$ cat src/rtl/pfd_deadband_pkg.sv
package pfd_deadband_pkg;

  typedef enum logic [1:0] {
    PH_ARMED   = 2'd0,
    PH_HOLD    = 2'd1,
    PH_RECOVER = 2'd2
  } pfd_phase_e;

  typedef enum logic [1:0] {
    ST_IDLE = 2'd0,
    ST_UP   = 2'd1,
    ST_DN   = 2'd2,
    ST_BOTH = 2'd3
  } pfd_state_e;

endpackage

$ cat src/rtl/pfd_sync_edge.sv
module pfd_sync_edge #(
  parameter int STAGES = 2
) (
  input  logic clk,
  input  logic rst,
  input  logic din,
  output logic rise
);
  logic [STAGES-1:0] chain;
  logic              prev;

  generate
    if (STAGES == 1) begin : g_single
      always_ff @(posedge clk) begin
        if (rst) chain <= '0;
        else     chain <= din;
      end
    end else begin : g_multi
      always_ff @(posedge clk) begin
        if (rst) chain <= '0;
        else     chain <= {chain[STAGES-2:0], din};
      end
    end
  endgenerate

  always_ff @(posedge clk) begin
    if (rst) prev <= 1'b0;
    else     prev <= chain[STAGES-1];
  end

  assign rise = chain[STAGES-1] & ~prev;
endmodule

$ cat src/rtl/pfd_dwell_timer.sv
module pfd_dwell_timer #(
  parameter int W = 4
) (
  input  logic         clk,
  input  logic         rst,
  input  logic         load,
  input  logic [W-1:0] load_val,
  output logic         expired
);
  logic [W-1:0] cnt;

  always_ff @(posedge clk) begin
    if (rst)             cnt <= '0;
    else if (load)       cnt <= load_val;
    else if (cnt != '0)  cnt <= cnt - 1'b1;
  end

  assign expired = (cnt == '0);
endmodule

$ cat src/rtl/pfd_phase_ctrl.sv
module pfd_phase_ctrl
  import pfd_deadband_pkg::*;
#(
  parameter int RESET_CYC   = 4,
  parameter int RECOVER_CYC = 3,
  parameter int CNT_W       = 3
) (
  input  logic             clk,
  input  logic             rst,
  input  logic             ref_rise,
  input  logic             fb_rise,
  input  logic             up_q,
  input  logic             dn_q,
  input  logic             tmr_zero,
  output logic             nxt_up,
  output logic             nxt_dn,
  output logic             tmr_load,
  output logic [CNT_W-1:0] tmr_val
);
  localparam logic [CNT_W-1:0] HOLD_LOAD = CNT_W'(RESET_CYC - 1);
  localparam logic [CNT_W-1:0] REC_LOAD  =
    CNT_W'((RECOVER_CYC > 0) ? RECOVER_CYC - 1 : 0);
  localparam bit HAS_RECOVER = (RECOVER_CYC > 0);

  pfd_phase_e phase_q, phase_d;

  always_ff @(posedge clk) begin
    if (rst) phase_q <= PH_ARMED;
    else     phase_q <= phase_d;
  end

  always_comb begin
    nxt_up   = up_q;
    nxt_dn   = dn_q;
    phase_d  = phase_q;
    tmr_load = 1'b0;
    tmr_val  = '0;
    case (phase_q)
      PH_ARMED: begin
        nxt_up = up_q | ref_rise;
        nxt_dn = dn_q | fb_rise;
        if (nxt_up && nxt_dn) begin
          phase_d  = PH_HOLD;
          tmr_load = 1'b1;
          tmr_val  = HOLD_LOAD;
        end
      end
      PH_HOLD: begin
        if (tmr_zero) begin
          nxt_up = 1'b0;
          nxt_dn = 1'b0;
          if (HAS_RECOVER) begin
            phase_d  = PH_RECOVER;
            tmr_load = 1'b1;
            tmr_val  = REC_LOAD;
          end else begin
            phase_d = PH_ARMED;
          end
        end
      end
      PH_RECOVER: begin
        if (tmr_zero) phase_d = PH_ARMED;
      end
      default: phase_d = PH_ARMED;
    endcase
  end
endmodule

$ cat src/rtl/pfd_out_reg.sv
module pfd_out_reg
  import pfd_deadband_pkg::*;
(
  input  logic       clk,
  input  logic       rst,
  input  logic       nxt_up,
  input  logic       nxt_dn,
  output logic       up,
  output logic       dn,
  output logic [1:0] state_code,
  output logic [1:0] up_minus_dn
);
  pfd_state_e st_d;
  logic [1:0] diff_d;

  always_comb begin
    case ({nxt_dn, nxt_up})
      2'b01:   begin st_d = ST_UP;   diff_d = 2'b01; end
      2'b10:   begin st_d = ST_DN;   diff_d = 2'b11; end
      2'b11:   begin st_d = ST_BOTH; diff_d = 2'b00; end
      default: begin st_d = ST_IDLE; diff_d = 2'b00; end
    endcase
  end

  always_ff @(posedge clk) begin
    if (rst) begin
      up          <= 1'b0;
      dn          <= 1'b0;
      state_code  <= ST_IDLE;
      up_minus_dn <= 2'b00;
    end else begin
      up          <= nxt_up;
      dn          <= nxt_dn;
      state_code  <= st_d;
      up_minus_dn <= diff_d;
    end
  end
endmodule

$ cat src/rtl/pfd_deadband.sv
module pfd_deadband #(
  parameter int SYNC_STAGES = 2,
  parameter int RESET_CYC   = 4,
  parameter int RECOVER_CYC = 3
) (
  input  logic       clk,
  input  logic       rst,
  input  logic       ref_in,
  input  logic       fb_in,
  output logic       up,
  output logic       dn,
  output logic [1:0] state_code,
  output logic [1:0] up_minus_dn
);
  localparam int CNT_MAX = (RESET_CYC > RECOVER_CYC) ? RESET_CYC : RECOVER_CYC;
  localparam int CNT_W   = $clog2(CNT_MAX + 1);

  logic [1:0]       raw_in;
  logic [1:0]       rise;
  logic             nxt_up, nxt_dn;
  logic             tmr_load, tmr_zero;
  logic [CNT_W-1:0] tmr_val;

  assign raw_in = {fb_in, ref_in};

  generate
    for (genvar g = 0; g < 2; g++) begin : g_in
      pfd_sync_edge #(.STAGES(SYNC_STAGES)) u_sync (
        .clk  (clk),
        .rst  (rst),
        .din  (raw_in[g]),
        .rise (rise[g])
      );
    end
  endgenerate

  pfd_dwell_timer #(.W(CNT_W)) u_timer (
    .clk      (clk),
    .rst      (rst),
    .load     (tmr_load),
    .load_val (tmr_val),
    .expired  (tmr_zero)
  );

  pfd_phase_ctrl #(
    .RESET_CYC   (RESET_CYC),
    .RECOVER_CYC (RECOVER_CYC),
    .CNT_W       (CNT_W)
  ) u_ctrl (
    .clk      (clk),
    .rst      (rst),
    .ref_rise (rise[0]),
    .fb_rise  (rise[1]),
    .up_q     (up),
    .dn_q     (dn),
    .tmr_zero (tmr_zero),
    .nxt_up   (nxt_up),
    .nxt_dn   (nxt_dn),
    .tmr_load (tmr_load),
    .tmr_val  (tmr_val)
  );

  pfd_out_reg u_out (
    .clk         (clk),
    .rst         (rst),
    .nxt_up      (nxt_up),
    .nxt_dn      (nxt_dn),
    .up          (up),
    .dn          (dn),
    .state_code  (state_code),
    .up_minus_dn (up_minus_dn)
  );
endmodule

$ cat config.mk
export PLATFORM = sky130hd
export DESIGN_NAME = pfd_deadband
export DESIGN_NICKNAME = d
export VERILOG_FILES = /design/src/rtl/pfd_deadband_pkg.sv /design/src/rtl/pfd_sync_edge.sv /design/src/rtl/pfd_dwell_timer.sv /design/src/rtl/pfd_phase_ctrl.sv /design/src/rtl/pfd_out_reg.sv /design/src/rtl/pfd_deadband.sv
export SDC_FILE = /design/constraint.sdc
export NUM_CORES = 1
export LEC_CHECK = 0
export BUFFER_PORTS_ARGS = -buffer_cell sky130_fd_sc_hd__buf_2
export CORE_UTILIZATION = 52
export CTS_BUF_LIST = sky130_fd_sc_hd__clkbuf_8
export DETAILED_ROUTE_END_ITERATION = 10
export PLACE_DENSITY = 0.82
export SYNTH_ARGS = -nofsm -noshare
export SYNTH_HDL_FRONTEND = slang
export SYNTH_HIERARCHICAL = 1
export SYNTH_SLANG_ARGS = --single-unit
$ cat constraint.sdc
create_clock -name clk -period 1.45 [get_ports clk]
set_input_delay 0.0725 -clock clk [delete_from_list [all_inputs] [get_ports clk]]
set_output_delay 0.0725 -clock clk [all_outputs]
set_load 0.05 [all_outputs]
; Yosys cells after proc, flatten, opt, wreduce, memory -nomap -nowiden
; Cells that the tools add are included.
; Widths: inputs -> output; s select.
[word_totals]
regBits = 17
output_inout_bits = 6
wordCells = 49
[classes]
n_mux = 18
eq_ne = 8
n_bitwise = 6
n_reduce_logical = 6
n_addsub = 1
[op_table]
columns = cell, count
row1 = $pmux 2 s3, 2
row2 = $mux 2, 5
row3 = $eq 2x2->1 const B, 3
row4 = $mux 3, 2
row5 = $pmux 1 s2, 3
row6 = $pmux 3 s2, 1
row7 = $eq 2x1->1 const B, 2
row8 = $mux 1, 4
row9 = $ne 2x2->1 const B, 2
row10 = $pmux 2 s2, 1
row11 = $logic_not 3->1, 1
row12 = $reduce_and 3->1, 1
row13 = $reduce_bool 3->1, 1
row14 = $sub 3x1->3 const B, 1
row15 = $and 1x1->1, 2
row16 = $logic_not 2->1, 1
row17 = $ne 2x1->1 const B, 1
row18 = $not 1->1, 2
row19 = $or 1x1->1, 2
row20 = $reduce_bool 2->1, 1
row21 = $logic_and 1x1->1, 1

; Longest topological paths before layout
; Gate-level depths: netlist (run 1).
[logic_depth]
word_depth = 7
depth_mapped = 11
mapped_depth_nobuf = 11

; Hierarchy
; The synthesis (run 1) kept the hierarchy.
[modules_own_cells]
columns = mod, cells_each, n_inst, seq_area_each_um2, area_per_inst_um2
row1 = pfd_out_reg, 20, 1, 120.1, 215.2
row2 = pfd_dwell_timer, 22, 1, 60.1, 206.4
row3 = pfd_sync_edge, 7, 2, 60.1, 87.6
row4 = pfd_phase_ctrl, 23, 1, 40.0, 146.4

; Worst setup path after synthesis (run 1)
; OpenSTA, ideal clock, no wires.
[synth_path]
path_kind = reg-to-reg
from = register u_out.dn
to = register u_timer.cnt[1]
setup_time_ns = 0.112
path_slack_ns = -0.205
stages_incl_launch_ff = 6
arrival_ns = 1.543
path_cell_list = dfxtp_1 -> o221ai_1 -> nand2_1 -> buf_4 -> nor2b_1 -> a2111oi_1
[synth_via]
elab_chain_len = 5
word_cells_on_any_way = 8
classes_between = 5 x mux / 1 x bitwise / 2 x reduce/logical
[synth_lines]
columns = element, line_no
row1 = "start, declared", pfd_out_reg.sv:9  ; output logic dn,
row2 = "start signal, assigned", pfd_out_reg.sv:33  ; dn <= nxt_dn;
row3 = $or 1x1->1 *, pfd_phase_ctrl.sv:41  ; nxt_dn = dn_q | fb_rise;
row4 = $logic_and 1x1->1 *, pfd_phase_ctrl.sv:42  ; if (nxt_up && nxt_dn) begin
row5 = $mux 1 *, pfd_phase_ctrl.sv:42
row6 = $pmux 1 s2 *, pfd_phase_ctrl.sv:38  ; case (phase_q)
row7 = net tmr_load, pfd_deadband.sv:21  ; logic tmr_load, tmr_zero;
row8 = $mux 3 or $reduce_bool 2->1 (tied branches), n/a
row9 = "end signal, assigned", pfd_dwell_timer.sv:14  ; else if (load) cnt <= load_val;
row10 = "end signal, assigned", pfd_dwell_timer.sv:15  ; else if (cnt != '0) cnt <= cnt - 1'b1;
row11 = "end, declared", pfd_dwell_timer.sv:10  ; logic [W-1:0] cnt;
; Mark *: on every way through the listed nets, which the timed path passes. The rest lies on a longest branch.
; A chain may end at the register's enable or synchronous reset.

; Final worst setup path (run 1)
[layout_path]
from = register u_timer.cnt[0]
to = register u_out.up_minus_dn[0]
[layout_via]
elab_chain_len = 5
word_cells_on_any_way = 8
classes_between = 2 x eq/ne / 5 x mux / 1 x reduce/logical
[layout_lines]
columns = element, line_no
row1 = $logic_not 3->1 *, pfd_dwell_timer.sv:18  ; assign expired = (cnt == '0);
row2 = net tmr_zero, pfd_deadband.sv:21
row3 = $mux 1 *, pfd_phase_ctrl.sv:49  ; if (tmr_zero) begin
row4 = $pmux 1 s2 *, pfd_phase_ctrl.sv:38
row5 = net nxt_up, pfd_deadband.sv:20  ; logic nxt_up, nxt_dn;
row6 = $eq 2x2->1 or $eq 2x1->1 (tied branches), pfd_out_reg.sv:17  ; case ({nxt_dn, nxt_up})
row7 = $pmux 2 s2 *, pfd_out_reg.sv:17
row8 = net u_out.diff_d[0], pfd_out_reg.sv:14  ; logic [1:0] diff_d;
row9 = "end signal, assigned", pfd_out_reg.sv:35  ; up_minus_dn <= diff_d;
row10 = "end, declared", pfd_out_reg.sv:11  ; output logic [1:0] up_minus_dn
; Marks and branches as above.

==> results of run 1 <==
==> what timing repair did <==
| action | in CTS | in global routing |
|---|---|---|
| gates cloned | 0 | 0 |
| buffers inserted | 3 | 2 |
| setup endpoints to repair | 6 | 7 |
| gates resized for setup | 10 | 13 |
| pin swaps | 5 | 6 |
==> where the power goes <==
group	leakage [nW]	internal, W	switching (W)
Clock	0.0269	0.000188	0.000152
Sequential	0.141	0.000570	0.0000631
Combinational	0.286	0.000558	0.000639
==> area by class of cell <==
| cell class | instances | area (µm²) | share of cell area |
|---|---|---|---|
| clock inverters | 1 | 3.75 | 0.00353 |
| repair buffers | 20 | 131 | 0.124 |
| multi-input cells | 51 | 483 | 0.454 |
| clock buffers | 3 | 41.3 | 0.0388 |
| well taps | 15 | 18.8 | 0.0176 |
| flip-flops and latches | 17 | 347 | 0.326 |
| inverters | 9 | 38.8 | 0.0365 |
==> cell usage in the layout, fill, tap and decap left out, drive strengths merged, types with 3 or more instances in the layout <==
cell / count
nor2: 5
clkbuf: 3
a21oi: 4
inv: 10
nand2: 3
nor2b: 15
ha: 6
dfxtp: 17
buf: 20
==> metrics by stage <==
| step | hold slack, ns | area (µm²) |
|---|---|---|
| detailed placement | 0.295 | 872 |
| floorplan | 0.132 | 778 |
| finish | 0.0411 | 1060 |
| global route | 0.0254 | 1060 |
| global placement | 0.286 | 872 |
| CTS | 0.0353 | 973 |
==> flip-flops by register name, summed over array words and instances (netlist names) <==
register / flops
g_in.u_sync/prev: 2
u_out/dn: 1
u_out/up: 1
u_ctrl/phase_q: 2
u_timer/cnt: 3
u_out/up_minus_dn: 2
u_out/state_code: 2
g_in.u_sync/chain: 4
==> routing by layer <==
layer  part of all wire  global-route usage
met2               0.49               0.283
met3              0.039               0.102
met4             0.0028              0.0776
met1               0.47               0.228
met5                  0                   0
==> critical path, delay by kind of cell, from the launching register on <==
kind                     cells  cell delay (ns)
AO/OA/AOI/OAI                1             0.09
AND/OR/NAND/NOR              4             0.33
flip-flops                   1             0.34
buffers and inverters        3             0.21
adder cells (fa/ha/maj)      2             0.37
==> cells by family (layout without fill, tap and decap cells) <==
group / after synthesis / count (layout) / synth area share
adder cells (fa/ha/maj): 6 / 6 / 0.101
AO/OA/AOI/OAI: 10 / 10 / 0.0993
AND/OR/NAND/NOR: 34 / 34 / 0.271
buffers and inverters: 11 / 33 / 0.0656
flip-flops: 17 / 17 / 0.458
other: 1 / 1 / 0.00505
==> final timing paths <==
path	to	cells after the start	start
setup / recovery	u_out/up_minus_dn[0]$_SDFF_PP0_	10	u_timer/cnt[0]$_SDFFE_PP0P_
hold / removal	g_in[1].u_sync/chain[0]$_SDFF_PP0_	2	fb_in
setup reg to reg	u_out/up_minus_dn[0]$_SDFF_PP0_	10	u_timer/cnt[0]$_SDFFE_PP0P_
hold reg to reg	g_in[1].u_sync/chain[1]$_SDFF_PP0_	1	g_in[1].u_sync/chain[0]$_SDFF_PP0_
==> results.sh, run 1 <==
export IMPL_initial_utilization=0.564
export IMPL_path_clk_slew_ns=0.06
export IMPL_p_total_w=0.00217
export IMPL_nets=112
export IMPL_fin_crit_sh=1.01
export IMPL_dp_slack_ns=-0.0584
export IMPL_leakage_nw=0.454
export IMPL_ctsLongestPathBuffers=2
export IMPL_fill_cells=75
export IMPL_power_density_nw_per_um2=2040
export IMPL_cts_root_buf="clkbuf_8"
export IMPL_die_w_um=39.8
export IMPL_drcViolationCount=0
export IMPL_worstSetupPathType="reg2reg"
export IMPL_wire_per_inst_um=12.2
export IMPL_worst_slack_ns=-0.0127
export IMPL_grt_max_degree=18
export IMPL_coreArea_um2=1320
export IMPL_place_detailed_hpwl_um=872
export IMPL_antenna_found_initial=0
export IMPL_io_buffers=9
export IMPL_synth_top_area_frac=0.458
export IMPL_startpoint_type="flip-flop"
export IMPL_synth_edf_count=0
export IMPL_die_area_um2=1580
export IMPL_ir_worst_vdd_mv=1.33
export IMPL_cts_tree="yes"
export IMPL_finalClockSkew_ns=0.00768
export IMPL_grt_pass1_vias=437
export IMPL_yosysMostFrequentCell="dfxtp_1"
export IMPL_synthArstFlopShare=0
export IMPL_hp_class="in2reg"
export IMPL_finalMaxSlewViolations=0
export IMPL_violations="negative setup slack"
export IMPL_required_ns=1.58
export IMPL_ios=10
export IMPL_clock_latency_ns=0.25
export IMPL_first_pass_iters=4
export IMPL_placedCellCount=107
export IMPL_num_vias=599
export IMPL_fmax_mhz=684
export IMPL_synthCells=79
export IMPL_status="finished, violations left"
export IMPL_cap_violations=0
export IMPL_grtUsageTotal=0.191
export IMPL_ant_nets=0
export IMPL_path_cells="inv_2 -> ha_4 -> nand2b_4 -> inv_6 -> nand2b_4 -> nand2_4 -> o21ai_4 -> inv_2 -> ha_4 -> nor2b_1"
export IMPL_synth_seq_cells=17
export IMPL_ys_flop_type="dfxtp_1"
export IMPL_ys_warnings_count=6
export IMPL_synthTopCellsByArea="dfxtp_1 (46%), nor2b_1 (11%), ha_1 (10%)"
export IMPL_syn_cell_area_um2=743
export IMPL_htreeDepth=1
export IMPL_syn_nets=89
export IMPL_die_h_um=39.8
export IMPL_min_period_ns=1.46
export IMPL_avgViaCountPerCell=5.16
export IMPL_place_congestion=0.782
export IMPL_numCtsBuffers=3
export IMPL_synth_common_cells="dfxtp_1 (17), nor2b_1 (13), inv_1 (8)"
export IMPL_cpMaxStageDelayCell="dfxtp_2"
export IMPL_clock_sinks=17
export IMPL_synth_area_leader_cell="dfxtp_1"
export IMPL_cts_hold_buf=0
export IMPL_timing_hold_violations_final=0
export IMPL_grt_first_pass_wirelength_mm=1.87
export IMPL_ys_seq_area_frac=0.458
export IMPL_final_util=0.807
export IMPL_tns_ns=-0.0127
export IMPL_syn_to_final_growth_pct=43.1
export IMPL_layoutNonFillerInstCount=116
export IMPL_cp_slowest_stage_delay_ns=0.34
export IMPL_syn_avg_cell_area_um2=9.41
export IMPL_drtIter0Drc=13
export IMPL_row_count=13
export IMPL_synth_cell_types=22
export IMPL_cp_max_fo=4
export IMPL_cp_arrival_ns=1.59
export IMPL_num_antenna_cells=0
export IMPL_grt_overflow=0
export IMPL_drive_above_1_share=0.515
export IMPL_setup_viol=1
export IMPL_rsz0062_at_grt="true"
export IMPL_endpoint_kind="flip-flop"
export IMPL_rrSetupSlack_ns=-0.01
export IMPL_wl_mm=1.42
Note: power is estimated with default switching activity, not from simulation.
==> inputs of run 2 (changes only) <==
--- a/config.mk
+++ b/config.mk
@@ -7,7 +7,7 @@
 export LEC_CHECK = 0
 export BUFFER_PORTS_ARGS = -buffer_cell sky130_fd_sc_hd__buf_2
 export CORE_UTILIZATION = 52
-export CTS_BUF_LIST = sky130_fd_sc_hd__clkbuf_8
+export CTS_BUF_LIST = sky130_fd_sc_hd__clkbuf_2
 export DETAILED_ROUTE_END_ITERATION = 10
 export PLACE_DENSITY = 0.82
 export SYNTH_ARGS = -nofsm -noshare
==> run 2 against run 1 <==
Against the previous run:
- the flow still finishes with violations (negative setup slack)
- flip-flop and latch count stayed put
- global-route usage is 2.1 points higher
- register-to-register slack worse by 0.02 ns
- sequential share of layout area is 0.93 points lower
- clock power is 37% lower
- wire length is 9.4% higher
- critical path depth stayed put
- clock skew is 0.0079 ns higher
- fmax is 1.2% lower
- combinational power is 8% higher
==> results.sh, run 2 (same netlist as run 1, synthesis figures left out) <==
export IMPL_antenna_found_initial=0
export IMPL_largest_register="g_in.u_sync/chain"
export IMPL_drive_above_1_share=0.538
export IMPL_cpMaxStageDelayCell="dfxtp_2"
export IMPL_final_util=0.831
export IMPL_setup_viol=3
export IMPL_wl_mm=1.55
export IMPL_largest_reg_flops=4
export IMPL_coreArea_um2=1320
export IMPL_first_pass_iters=4
export IMPL_io_buffers=9
export IMPL_reg_top3="g_in.u_sync/chain (4), u_timer/cnt (3)"
export IMPL_place_detailed_hpwl_um=872
export IMPL_die_w_um=39.8
export IMPL_layoutNonFillerInstCount=119
export IMPL_ant_nets=0
export IMPL_die_h_um=39.8
export IMPL_wire_per_inst_um=13.1
export IMPL_worstSetupPathType="reg2reg"
export IMPL_ir_worst_vdd_mv=1.20
export IMPL_required_ns=1.69
export IMPL_startpoint_type="flip-flop"
export IMPL_grt_first_pass_wirelength_mm=2.11
export IMPL_tns_ns=-0.0383
export IMPL_finalMaxSlewViolations=0
export IMPL_drcViolationCount=0
export IMPL_rsz0062_at_grt="true"
export IMPL_numCtsBuffers=3
export IMPL_endpoint_kind="flip-flop"
export IMPL_drtIter0Drc=13
export IMPL_ios=10
export IMPL_power_density_nw_per_um2=1960
export IMPL_cp_max_fo=3
export IMPL_num_vias=610
export IMPL_path_cells="inv_2 -> ha_4 -> nand2b_4 -> inv_4 -> nand2b_4 -> nand2_4 -> o21ai_4 -> inv_4 -> ha_4 -> nor2b_4"
export IMPL_cap_violations=0
export IMPL_grt_max_degree=18
export IMPL_cp_slowest_stage_delay_ns=0.37
export IMPL_grtUsageTotal=0.213
export IMPL_row_count=13
export IMPL_grt_pass1_vias=500
export IMPL_cts_tree="yes"
export IMPL_place_congestion=0.782
export IMPL_clock_sinks=17
export IMPL_nets=115
export IMPL_initial_utilization=0.564
export IMPL_worst_slack_ns=-0.0297
export IMPL_finalClockSkew_ns=0.0156
export IMPL_syn_to_final_growth_pct=47.3
export IMPL_cp_arrival_ns=1.72
export IMPL_grt_overflow=0
export IMPL_num_antenna_cells=0
export IMPL_clock_latency_ns=0.30
export IMPL_cts_root_buf="clkbuf_2"
export IMPL_placedCellCount=107
export IMPL_fin_crit_sh=1.02
export IMPL_violations="negative setup slack"
export IMPL_fmax_mhz=676
export IMPL_status="finished, violations left"
export IMPL_die_area_um2=1580
export IMPL_timing_hold_violations_final=0
export IMPL_layout_common_cells="nor2b_1 (12), dfxtp_1 (12), buf_4 (10), buf_2 (9), dfxtp_2 (5)"
export IMPL_path_clk_slew_ns=0.16
export IMPL_avgViaCountPerCell=5.13
export IMPL_min_period_ns=1.48
export IMPL_hp_class="in2reg"
export IMPL_leakage_nw=0.472
export IMPL_p_total_w=0.00215
export IMPL_ctsLongestPathBuffers=2
export IMPL_htreeDepth=1
## run 2: cell count changes in the layout (fill, tap and decap cells not counted), sizes merged
cell	previous run	this run
dlygate4sd3	0	2
buf	20	21
clkbuf	3	4
inv	10	9
## run 2: per-layer routing
metal  vias to the layer above  share of wire  GRT usage
met5                         -              0          0
met3                         4          0.046      0.102
met1                       288           0.43      0.228
li1                        307              -          -
met4                         0         0.0077     0.0517
met2                        11           0.52      0.369
## run 2: what timing repair did
item / in CTS / in global routing
pin swaps: 5 / 4
setup buffers: 3 / 3
setup endpoints to repair: 6 / 7
hold buffers: 2 / 0
resized for setup: 19 / 9
hold endpoints to repair: 2 / 0
## run 2: area by class of cell
class / instances / area, µm²
Timing Repair Buffer: 23 / 163
Clock buffer: 4 / 20.0
Fill cell: 80 / 223
Sequential cell: 17 / 347
Multi-Input combinational cell: 51 / 508
Tap cell: 15 / 18.8
Inverter: 9 / 38.8
## run 2: final timing paths
check | startpoint | to | slack, ns | depth (start not counted)
max reg2reg | u_timer/cnt[0]$_SDFFE_PP0P_ | u_out/up_minus_dn[0]$_SDFF_PP0_ | -0.03 | 10
max | u_timer/cnt[0]$_SDFFE_PP0P_ | u_out/up_minus_dn[0]$_SDFF_PP0_ | -0.03 | 10
min reg2reg | g_in[0].u_sync/chain[0]$_SDFF_PP0_ | g_in[0].u_sync/chain[1]$_SDFF_PP0_ | 0.46 | 1
min | rst | u_out/up$_SDFF_PP0_ | 0.13 | 2
## run 2: worst max-delay path: cells and delay by family (launching register included)
| family | cells | cell delay (ns) |
|---|---|---|
| AND/OR/NAND/NOR | 4 | 0.35 |
| adder cells (fa/ha/maj) | 2 | 0.43 |
| flip-flops | 1 | 0.37 |
| AO/OA/AOI/OAI | 1 | 0.10 |
| buffers and inverters | 3 | 0.19 |
## run 2: metrics by stage
step                      hold WS (ns)  instance area [µm²]  setup slack [ns]
after floorplan                  0.132                  778            0.0170
after global placement           0.286                  872           -0.0404
after detailed placement         0.295                  872           -0.0584
after CTS                       0.0949                 1030           -0.0112
after global routing             0.119                 1090           -0.0884
final                            0.131                 1090           -0.0297
## run 2: report_power, final
part / total, W / switching [W] / internal, W
combinational: 0.00130 / 0.000673 / 0.000623
clock: 0.000214 / 0.000141 / 0.0000731
sequential: 0.000636 / 0.0000668 / 0.000569
total: 0.00215 / 0.000881 / 0.00127
==> inputs of run 3 (changes only) <==
--- a/config.mk
+++ b/config.mk
@@ -6,7 +6,10 @@
 export NUM_CORES = 1
 export LEC_CHECK = 0
 export BUFFER_PORTS_ARGS = -buffer_cell sky130_fd_sc_hd__buf_2
-export CORE_UTILIZATION = 52
+export CELL_PAD_IN_SITES_DETAIL_PLACEMENT = 1
+export CELL_PAD_IN_SITES_GLOBAL_PLACEMENT = 1
+export CORE_ASPECT_RATIO = 0.8
+export CORE_UTILIZATION = 40
 export CTS_BUF_LIST = sky130_fd_sc_hd__clkbuf_2
 export DETAILED_ROUTE_END_ITERATION = 10
 export PLACE_DENSITY = 0.82
==> run 3 against run 2 <==
Against the previous run:
- the flow still finishes with violations (negative setup slack)
- critical path depth unchanged
- final area rose by 1.1%
- wire length up 39%
- fmax is 4.1% lower
- largest cell class unchanged
- largest power group unchanged
- highest routed layer unchanged
==> results.sh, run 3 (same netlist as run 1, synthesis figures left out) <==
export IMPL_reg_top3="g_in.u_sync/chain (4), u_timer/cnt (3)"
export IMPL_drtIter0Drc=11
export IMPL_antenna_found_initial=0
export IMPL_required_ns=1.67
export IMPL_cap_violations=0
export IMPL_hp_class="in2reg"
export IMPL_placedCellCount=115
export IMPL_fmax_mhz=648
export IMPL_grt_first_pass_wirelength_mm=2.79
export IMPL_grtUsageTotal=0.203
export IMPL_largest_register="g_in.u_sync/chain"
export IMPL_avgViaCountPerCell=5.15
export IMPL_cts_root_buf="clkbuf_2"
export IMPL_clock_latency_ns=0.31
export IMPL_startpoint_type="flip-flop"
export IMPL_place_detailed_hpwl_mm=1.08
export IMPL_io_buffers=9
export IMPL_worstSetupPathType="reg2reg"
export IMPL_grt_overflow=0
export IMPL_numCtsBuffers=3
export IMPL_ctsLongestPathBuffers=2
export IMPL_first_pass_iters=4
export IMPL_rsz0062_at_grt="true"
export IMPL_cp_arrival_ns=1.76
export IMPL_finalHoldWorstSlack_ns=0.139
export IMPL_power_density_nw_per_um2=2000
export IMPL_row_count=13
export IMPL_place_congestion=0.653
export IMPL_worst_slack_ns=-0.0922
export IMPL_num_vias=654
export IMPL_grt_max_degree=18
export IMPL_htreeDepth=1
export IMPL_layout_common_cells="nor2b_1 (13), dfxtp_1 (13), buf_4 (11), buf_2 (9), inv_2 (5)"
export IMPL_drcViolationCount=0
export IMPL_die_h_um=40.6
export IMPL_cts_tree="yes"
export IMPL_status="finished, violations left"
export IMPL_coreArea_um2=1680
export IMPL_path_clk_slew_ns=0.18
export IMPL_cp_max_fo=3
export IMPL_drive_above_1_share=0.552
export IMPL_initial_utilization=0.444
export IMPL_finalClockSkew_ns=0.0146
export IMPL_clock_sinks=17
export IMPL_ir_worst_vdd_mv=1.00
export IMPL_wire_per_inst_um=17.1
export IMPL_finalMaxSlewViolations=0
export IMPL_endpoint_kind="flip-flop"
export IMPL_timing_hold_violations_final=0
export IMPL_num_antenna_cells=0
export IMPL_violations="negative setup slack"
export IMPL_min_period_ns=1.54
export IMPL_fill_cells=187
export IMPL_ant_nets=0
export IMPL_ios=10
export IMPL_leakage_nw=0.466
export IMPL_setup_viol=8
export IMPL_fin_crit_sh=1.06
export IMPL_grt_pass1_vias=593
export IMPL_largest_reg_flops=4
export IMPL_nets=116
export IMPL_syn_to_final_growth_pct=49.0
export IMPL_dp_slack_ns=-0.0657
export IMPL_die_area_um2=2040
export IMPL_wl_mm=2.17
export IMPL_die_w_um=50.2
export IMPL_layoutNonFillerInstCount=127
[run 3: layout make-up]
type / instances / area [µm²] / area share
clock buffer: 3 / 15.0 / 0.0136
clock inverter: 1 / 7.51 / 0.00678
inverter: 9 / 36.3 / 0.0328
multi-input combinational: 51 / 505 / 0.456
sequential: 17 / 345 / 0.312
tap: 22 / 27.5 / 0.0249
timing repair buffer: 24 / 170 / 0.154
[run 3: final timing paths]
path                                      start                            endpoint  slack, ns  cells past startpoint
min reg2reg  g_in[0].u_sync/chain[0]$_SDFF_PP0_  g_in[0].u_sync/chain[1]$_SDFF_PP0_       0.46                      1
max                 u_timer/cnt[1]$_SDFFE_PP0P_     u_out/up_minus_dn[0]$_SDFF_PP0_      -0.09                     10
min                                         rst                 u_out/dn$_SDFF_PP0_       0.14                      2
max reg2reg         u_timer/cnt[1]$_SDFFE_PP0P_     u_out/up_minus_dn[0]$_SDFF_PP0_      -0.09                     10
[run 3: worst max-delay path, stage by stage (launching register included)]
cell and delay (ns):
dfxtp_2 0.37, inv_2 0.08, ha_4 0.15, nand2b_4 0.06, inv_4 0.07, nand2b_4 0.07
nand2_2 0.08, o21ai_4 0.09, inv_2 0.13, ha_4 0.20, nor2b_1 0.12
[run 3: repair_timing]
item                                    in CTS  in global routing
hold buffers                                 2                  0
buffers inserted                             4                  2
pin swaps                                    8                  4
endpoints found under the setup margin       6                  8
endpoints found under the hold margin        2                  0
gates resized for setup                     22                  6
[run 3: where the power goes]
part | leakage (nW) | switching, W | internal (W)
Clock | 0.0126 | 0.000160 | 0.0000643
Sequential | 0.141 | 0.0000853 | 0.000569
Combinational | 0.312 | 0.000727 | 0.000610
Total | 0.466 | 0.000972 | 0.00124
[run 3: metrics by stage]
step	area, µm²	util	TNS [ns]	total power, W
2_1_floorplan	778	-	0	0.00126
3_3_place_gp	888	0.530	-0.0458	0.00149
3_5_place_dp	888	0.530	-0.235	0.00154
4_1_cts	1050	0.630	-0.0822	0.00202
5_1_grt	1110	0.661	-1.15	0.00235
6_report	1110	0.661	-0.401	0.00221
[run 3: per-layer routing]
layer | track usage | vias up | routed length, µm
li1 | - | 307 | -
met1 | 0.229 | 322 | 927
met2 | 0.357 | 21 | 1130
met3 | 0.0833 | 4 | 93
met4 | 0.0643 | 0 | 20
met5 | 0 | - | 0
